==> src/rtl/irqc_pkg.sv <==
package irqc_pkg;

  // Word offsets; software depends on this order.
  typedef enum logic [2:0] {
    WRD_STATUS  = 3'd0,
    WRD_PEND    = 3'd1,
    WRD_ENABLE  = 3'd2,
    WRD_ACK     = 3'd3,
    WRD_SETEN   = 3'd4,
    WRD_CLREN   = 3'd5,
    WRD_VECTOR  = 3'd6,
    WRD_MASTER  = 3'd7
  } irqc_word_e;

  localparam int unsigned MST_W       = 2;
  localparam int unsigned MST_OUT_BIT = 0;
  localparam int unsigned MST_CAP_BIT = 1;

  // Bits of a after clearing every position set in b.
  function automatic logic [31:0] clear_ones(input logic [31:0] a, input logic [31:0] b);
    return a & ~b;
  endfunction

endpackage

==> src/rtl/irqc_sync_edge.sv <==
module irqc_sync_edge #(
  parameter int unsigned N_SRC    = 32,
  parameter logic [N_SRC-1:0] EDGE_SEL = '0
) (
  input  logic             clk,
  input  logic             rst_n,
  input  logic [N_SRC-1:0] src_i,
  output logic [N_SRC-1:0] hit_o
);

  logic [N_SRC-1:0] meta_q, sync_q, prev_q;

  always_ff @(posedge clk or negedge rst_n) begin
    if (!rst_n) begin
      meta_q <= '0;
      sync_q <= '0;
      prev_q <= '0;
    end else begin
      meta_q <= src_i;
      sync_q <= meta_q;
      prev_q <= sync_q;
    end
  end

  for (genvar i = 0; i < N_SRC; i++) begin : g_src
    if (EDGE_SEL[i]) begin : g_edge
      assign hit_o[i] = sync_q[i] & ~prev_q[i];

      edge_pulse_chk: assert property (@(posedge clk) disable iff (!rst_n)
        hit_o[i] |=> !hit_o[i]);
    end else begin : g_level
      assign hit_o[i] = sync_q[i];
    end
  end

endmodule

==> src/rtl/irqc_prio_enc.sv <==
module irqc_prio_enc #(
  parameter int unsigned N     = 32,
  localparam int unsigned IDX_W = (N > 1) ? $clog2(N) : 1
) (
  input  logic [N-1:0]     vec_i,
  output logic [IDX_W-1:0] idx_o,
  output logic             any_o
);

  always_comb begin
    idx_o = '0;
    any_o = 1'b0;
    for (int i = N - 1; i >= 0; i--) begin
      if (vec_i[i]) begin
        idx_o = IDX_W'(i);
        any_o = 1'b1;
      end
    end
  end

endmodule

==> src/rtl/irqc_top.sv <==
module irqc_top #(
  parameter int unsigned N_SRC  = 32,
  parameter int unsigned DATA_W = 32,
  parameter int unsigned ADDR_W = 5,
  parameter logic [N_SRC-1:0] EDGE_SEL = 32'hFFFF_0000
) (
  input  logic              clk,
  input  logic              rst_n,
  input  logic [N_SRC-1:0]  irq_src_i,
  input  logic              bus_wr_i,
  input  logic [ADDR_W-1:0] bus_addr_i,
  input  logic [DATA_W-1:0] bus_wdata_i,
  output logic [DATA_W-1:0] bus_rdata_o,
  output logic              irq_o
);
  import irqc_pkg::*;

  localparam int unsigned OFS_W = ADDR_W - 2;
  localparam int unsigned IDX_W = (N_SRC > 1) ? $clog2(N_SRC) : 1;

  logic [N_SRC-1:0] status_q, status_d, enable_q, enable_d;
  logic [MST_W-1:0] master_q, master_d;
  logic [N_SRC-1:0] wdata_n, raw_hits, cap_gated, pending;
  logic [IDX_W-1:0] vec_idx;
  logic             vec_any;
  irqc_word_e       word;
  logic             unused_addr_lsb;

  // Named events for the checks below.
  logic wr_status, wr_enable, wr_ack, wr_seten, wr_clren, wr_master, cap_on;

  assign unused_addr_lsb = ^bus_addr_i[1:0];
  assign word      = irqc_word_e'(bus_addr_i[ADDR_W-1 -: OFS_W]);
  assign wdata_n   = bus_wdata_i[N_SRC-1:0];
  assign wr_status = bus_wr_i && (word == WRD_STATUS);
  assign wr_enable = bus_wr_i && (word == WRD_ENABLE);
  assign wr_ack    = bus_wr_i && (word == WRD_ACK);
  assign wr_seten  = bus_wr_i && (word == WRD_SETEN);
  assign wr_clren  = bus_wr_i && (word == WRD_CLREN);
  assign wr_master = bus_wr_i && (word == WRD_MASTER);
  assign cap_on    = master_q[MST_CAP_BIT];

  irqc_sync_edge #(.N_SRC(N_SRC), .EDGE_SEL(EDGE_SEL)) u_sync (
    .clk   (clk),
    .rst_n (rst_n),
    .src_i (irq_src_i),
    .hit_o (raw_hits)
  );

  assign cap_gated = cap_on ? raw_hits : '0;

  always_comb begin
    status_d = status_q;
    if (wr_status && !cap_on) status_d = wdata_n;
    if (wr_ack)               status_d = N_SRC'(clear_ones(32'(status_q), 32'(wdata_n)));
    status_d = status_d | cap_gated;   // capture wins over acknowledge
  end

  always_comb begin
    enable_d = enable_q;
    if (wr_enable) enable_d = wdata_n;
    if (wr_seten)  enable_d = enable_q | wdata_n;
    if (wr_clren)  enable_d = N_SRC'(clear_ones(32'(enable_q), 32'(wdata_n)));
  end

  assign master_d = wr_master ? bus_wdata_i[MST_W-1:0] : master_q;

  always_ff @(posedge clk or negedge rst_n) begin
    if (!rst_n) begin
      status_q <= '0;
      enable_q <= '0;
      master_q <= '0;
    end else begin
      status_q <= status_d;
      enable_q <= enable_d;
      master_q <= master_d;
    end
  end

  assign pending = status_q & enable_q;

  irqc_prio_enc #(.N(N_SRC)) u_prio (
    .vec_i (pending),
    .idx_o (vec_idx),
    .any_o (vec_any)
  );

  assign irq_o = master_q[MST_OUT_BIT] & vec_any;

  always_comb begin
    unique case (word)
      WRD_STATUS: bus_rdata_o = DATA_W'(status_q);
      WRD_PEND:   bus_rdata_o = DATA_W'(pending);
      WRD_ENABLE: bus_rdata_o = DATA_W'(enable_q);
      WRD_VECTOR: bus_rdata_o = vec_any ? DATA_W'(vec_idx) : '1;
      WRD_MASTER: bus_rdata_o = DATA_W'(master_q);
      default:    bus_rdata_o = '0;
    endcase
  end


  ack_clear_chk: assert property (@(posedge clk) disable iff (!rst_n)
    (wr_ack && !cap_on) |=> ((status_q & $past(wdata_n)) == '0));

  status_lock_chk: assert property (@(posedge clk) disable iff (!rst_n)
    (wr_status && cap_on) |=> ((status_q & $past(status_q)) == $past(status_q)));

  status_hold_chk: assert property (@(posedge clk) disable iff (!rst_n)
    (!wr_ack && !wr_status) |=> (($past(status_q) & ~status_q) == '0));

  seten_chk: assert property (@(posedge clk) disable iff (!rst_n)
    wr_seten |=> ((enable_q & $past(wdata_n)) == $past(wdata_n)));

  clren_chk: assert property (@(posedge clk) disable iff (!rst_n)
    wr_clren |=> ((enable_q & $past(wdata_n)) == '0));

  master_wr_chk: assert property (@(posedge clk) disable iff (!rst_n)
    wr_master |=> (master_q == $past(bus_wdata_i[MST_W-1:0])));

  cap_wins_chk: assert property (@(posedge clk) disable iff (!rst_n)
    (wr_ack && (cap_gated != '0)) |=> ((status_q & $past(cap_gated)) == $past(cap_gated)));

  vec_lowest_chk: assert property (@(posedge clk) disable iff (!rst_n)
    vec_any |-> (pending[vec_idx] && ((pending & ~({N_SRC{1'b1}} << vec_idx)) == '0)));

  irq_src_chk: assert property (@(posedge clk) disable iff (!rst_n)
    irq_o |-> (master_q[MST_OUT_BIT] && ((status_q & enable_q) != '0)));

endmodule

==> config.mk <==
export PLATFORM = sky130hd
export DESIGN_NAME = irqc_top
export DESIGN_NICKNAME = d
export VERILOG_FILES = /design/src/rtl/irqc_pkg.sv /design/src/rtl/irqc_sync_edge.sv /design/src/rtl/irqc_prio_enc.sv /design/src/rtl/irqc_top.sv
export SDC_FILE = /design/constraint.sdc
export NUM_CORES = 1
export LEC_CHECK = 0
export ABC_AREA = 1
export BUFFER_PORTS_ARGS = -buffer_cell sky130_fd_sc_hd__buf_2
export CAP_MARGIN = 5
export CELL_PAD_IN_SITES_DETAIL_PLACEMENT = 1
export CELL_PAD_IN_SITES_GLOBAL_PLACEMENT = 1
export CORE_MARGIN = 10
export CORE_UTILIZATION = 38
export CTS_CLUSTER_DIAMETER = 50
export CTS_CLUSTER_SIZE = 20
export DETAILED_ROUTE_END_ITERATION = 16
export GPL_TIMING_DRIVEN = 0
export HOLD_SLACK_MARGIN = 0.05
export PLACE_DENSITY_LB_ADDON = 0.1
export SETUP_SLACK_MARGIN = 0.2
export SLEW_MARGIN = 0
export SYNTH_ARGS = -nofsm -noshare
export SYNTH_HDL_FRONTEND = slang
export SYNTH_SLANG_ARGS = --single-unit
==> constraint.sdc <==
create_clock -name clk -period 1.9 [get_ports clk]
set_input_delay 0.095 -clock clk [delete_from_list [all_inputs] [get_ports clk]]
set_output_delay 0.095 -clock clk [all_outputs]
set_load 0.005 [all_outputs]
==> load_flow_metrics.sql <==
INSERT INTO impl_metrics (metric_group, metric, value, unit) VALUES
('floorplan', 'die_w', '148', 'um'),
('drt', 'drt_pre_antenna_iters', '5', ''),
('run_status', 'violations', 'setup timing', ''),
('clock_network', 'cts_root_cell', 'sky130_fd_sc_hd__clkbuf_16', ''),
('global_routing', 'grtUsageTotal', '20.9', '%'),
('drt', 'post_drt_via_cell_ratio', '5.19', ''),
('yosys', 'post_synth_mux_area_share', '0', '%'),
('timing', 'hold_violations', '0', ''),
('yosys', 'synth_top_family_by_area', 'compound AO/OA/AOI/OAI gates', ''),
('floorplan', 'num_io_pins', '105', ''),
('power_and_ir_drop', 'power.leakage', '4.33', 'nW'),
('timing', 'timing.final.max_slew_violations', '0', ''),
('placement', 'place_inst', '1019', ''),
('yosys', 'ys_seq_area_share', '58.6', '%'),
('yosys', 'post_synth_num_cell_types', '23', ''),
('clock_network', 'numCtsBuffers', '17', ''),
('yosys', 'synth_cells', '700', ''),
('power_and_ir_drop', 'pwr_density_cell', '1020', 'nW/um2'),
('power_and_ir_drop', 'vdd_ir_drop_max', '0.000723', 'V'),
('timing', 'finalCriticalPeriod', '2.93', 'ns'),
('finish', 'final_layout_size_suffix_gt1_share', '27.7', '%'),
('clock_network', 'path_clk_slew', '0.06', 'ns'),
('yosys', 'ys.warnings.count', '0', ''),
('yosys', 'postSynthAreaPerCell', '8.91', 'um2'),
('setup_path', 'crit_path_top_delay_cell', 'sky130_fd_sc_hd__dfrtp_1', ''),
('finish', 'fin_nets', '1008', ''),
('drt', 'postRouteWirelength', '22600', 'um'),
('clock_network', 'tritoncts', 'done', ''),
('yosys', 'synthSimpleGateAreaFrac', '15.9', '%'),
('global_routing', 'global_route_wire_length_before_repair', '36400', 'um'),
('finish', 'mostFrequentLayoutCells', '144 x sky130_fd_sc_hd__dfrtp_1, 100 x sky130_fd_sc_hd__nand2_1, 98 x sky130_fd_sc_hd__buf_2', ''),
('setup_path', 'crit_type', 'flop to output pin', ''),
('timing', 'setup-violations-final', '33', ''),
('finish', 'finish.cell_count_without_fillers', '1167', ''),
('timing', 'worst_pin_slew', '0.768', 'ns'),
('clock_network', 'cts-htree-levels', '4', ''),
('floorplan', 'fp-row-count', '46', ''),
('global_routing', 'remaining_overflow_grt', '0', ''),
('placement', 'dp_hpwl', '14300', 'um'),
('drt', 'detail_route.drc_violations', '0', ''),
('timing', 'max_freq', '341', 'MHz'),
('placement', 'gp_congestion', '0.876', ''),
('floorplan', 'core_area', '16000', 'um2'),
('yosys', 'post_synth_xor_area_fraction', '0', '%'),
('setup_path', 'required', '1.80', 'ns'),
('floorplan', 'dieArea', '21900', 'um2'),
('yosys', 'synth.cell_area', '6240', 'um2'),
('global_routing', 'grt_max_degree', '78', ''),
('setup_path', 'max_stage_delay', '0.39', 'ns'),
('yosys', 'yosys.area_share.adder', '0', '%'),
('run', 'max-cap-violations', '0', ''),
('timing', 'max_slew_margin', '48.8', '%'),
('drt', 'mean_routed_wirelength_per_cell', '19.4', 'um'),
('floorplan', 'floorplan.initialDensity', '39.0', '%'),
('yosys', 'synth-compound-area-share', '18.8', '%'),
('clock_network', 'worst_skew_pair.late_latency', '0.44', 'ns'),
('hold_path', 'worst_hold_path_type', 'input pin to flop', ''),
('finish', 'final_common_cell', 'sky130_fd_sc_hd__dfrtp_1', ''),
('timing', 'fin_worst_skew', '0.00617', 'ns'),
('timing', 'rsz0062_at_grt', 'yes', ''),
('setup_path', 'worst_setup_path_end_kind', 'output pin', ''),
('yosys', 'synth_fp_nets', '772', ''),
('run_status', 'outcome', 'complete, but fails checks', ''),
('global_routing', 'number_of_antenna_violations_at_the_first_check_in_global_routing', '1', ''),
('drt', 'dr_total_vias', '6060', ''),
('clock_network', 'cts.path.max_buffers', '2', ''),
('global_routing', 'first_global_vias', '6893', ''),
('setup_path', 'startpoint_kind_of_the_worst_setup_timing_path', 'flop', ''),
('clock_network', 'cts_num_sinks', '146', ''),
('yosys', 'flop_and_latch_count_out_of_synthesis', '146', ''),
('drt', 'postRouteAntennaNets', '0', ''),
('timing', 'finalWorstSetupSlack', '-1.03', 'ns'),
('setup_path', 'worst_path_most_repeated_cell', 'sky130_fd_sc_hd__nand2_1', ''),
('setup_path', 'worst-endpoint-arrival', '2.84', 'ns'),
('floorplan', 'die_h', '148', 'um'),
('drt', 'initialDrtViolationCount', '324', ''),
('finish', 'utilization', '56.2', '%'),
('timing', 'layout_worst_path_cycle_share', '154', '%'),
('setup_path', 'critical_path.max_fanout', '2', ''),
('placement', 'place.port_buffers', '102', ''),
('finish', 'layout-area-overhead-vs-synth', '44.1', '%');
cells in the mapped netlist:
| library cell | count | area, um2 |
|---|---|---|
| sky130_fd_sc_hd__nand3_1 | 3 | 15.0 |
| sky130_fd_sc_hd__inv_2 | 2 | 7.51 |
| sky130_fd_sc_hd__a221o_1 | 1 | 10.0 |
| sky130_fd_sc_hd__o31ai_1 | 2 | 15.0 |
| sky130_fd_sc_hd__o21ai_0 | 23 | 115 |
| sky130_fd_sc_hd__o211ai_1 | 7 | 52.6 |
| sky130_fd_sc_hd__o21ai_1 | 14 | 70.1 |
| sky130_fd_sc_hd__o2111ai_1 | 2 | 17.5 |
| sky130_fd_sc_hd__nor4b_2 | 1 | 15.0 |
| sky130_fd_sc_hd__nand4_1 | 6 | 37.5 |
| sky130_fd_sc_hd__clkinv_1 | 2 | 7.51 |
| sky130_fd_sc_hd__a31oi_1 | 1 | 6.26 |
| sky130_fd_sc_hd__nor3_1 | 4 | 20.0 |
| sky130_fd_sc_hd__o22ai_1 | 86 | 538 |
| sky130_fd_sc_hd__dfrtp_1 | 146 | 3650 |
| sky130_fd_sc_hd__o21a_1 | 1 | 7.51 |
| sky130_fd_sc_hd__nand2_1 | 137 | 514 |
| sky130_fd_sc_hd__clkbuf_1 | 31 | 116 |
| sky130_fd_sc_hd__nand2_4 | 5 | 56.3 |
| sky130_fd_sc_hd__nor2_1 | 71 | 267 |
| sky130_fd_sc_hd__inv_1 | 76 | 285 |
| sky130_fd_sc_hd__nand2_2 | 11 | 68.8 |
| sky130_fd_sc_hd__a21oi_1 | 68 | 340 |
where the power goes:
part           total (mW)  switching [mW]  internal, mW
Sequential           3.70           0.253          3.45
Clock                3.30            1.34          1.96
Combinational        2.18            1.21         0.965
registers in the layout, summed over array words and instances (netlist names):
signal,cells
status_q,32
u_sync.meta_q,32
u_sync.sync_q,32
enable_q,32
master_q,2
u_sync.prev_q,16
through the flow:
step	power [mW]	TNS, ns	worst slack [ns]	hold WS [ns]	area [um2]
floorplan	4.66	-0.0758	-0.0689	-0.201	6240
global route	9.65	-18.28	-1.32	0.152	8980
global placement	5.19	-233.64	-1.42	0.202	7020
finish	9.18	-13.63	-1.03	0.120	8980
detailed placement	5.27	-28.72	-0.605	0.147	7060
CTS	9.07	-13.82	-0.989	0.0761	8860
metal layers:
layer,part of all wire (%),up-vias,global-route usage (%)
met2,49,155,34.8
met4,2.1,0,6.54
li1,-,2838,-
met5,0,-,0
met3,5.0,29,5.61
met1,44,3038,26.0
critical path, delay by kind of cell, from the launching register on:
family,cells,cell delay [ns]
simple gates,33,1.86
flops,1,0.39
buf+inv,2,0.18
path summary, 6_finish.rpt:
path / start / to / slack [ns] / cells past startpoint
setup / recovery: enable_q[31]$_DFFE_PN0P_ / bus_rdata_o[0] / -1.03 / 35
hold / removal: bus_addr_i[4] / status_q[31]$_DFF_PN0_ / 0.12 / 5
setup reg to reg: master_q[1]$_DFFE_PN0P_ / status_q[9]$_DFF_PN0_ / 0.25 / 6
hold reg to reg: u_sync.meta_q[2]$_DFF_PN0_ / u_sync.sync_q[2]$_DFF_PN0_ / 0.35 / 0
max in group asynchronous: rst_n / enable_q[0]$_DFFE_PN0P_ / 0.85 / 3
min in group asynchronous: rst_n / u_sync.meta_q[16]$_DFF_PN0_ / 0.22 / 2
kinds of logic after synthesis:
| logic type | Yosys count |
|---|---|
| compound gates | 205 |
| buf+inv | 111 |
| flops | 146 |
| simple gates | 238 |
final cells by class:
type / instances / area (um2)
fillers: 1883 / 7020
flip-flops and latches: 146 / 3660
multi-input cells: 443 / 2360
repair buffers: 217 / 1640
clock buffers: 23 / 458
inverters: 80 / 303
well taps: 216 / 270
plain buffers: 31 / 188
clock inverters: 9 / 108
diodes: 2 / 5.00
repair_timing:
action	in CTS	in global routing
pin swaps	19	12
gates cloned	3	0
hold endpoints to repair	166	0
hold buffers	65	0
setup endpoints to repair	68	94
setup buffers	40	6
resized for setup	69	40
Power figures use the tool's default switching activity.
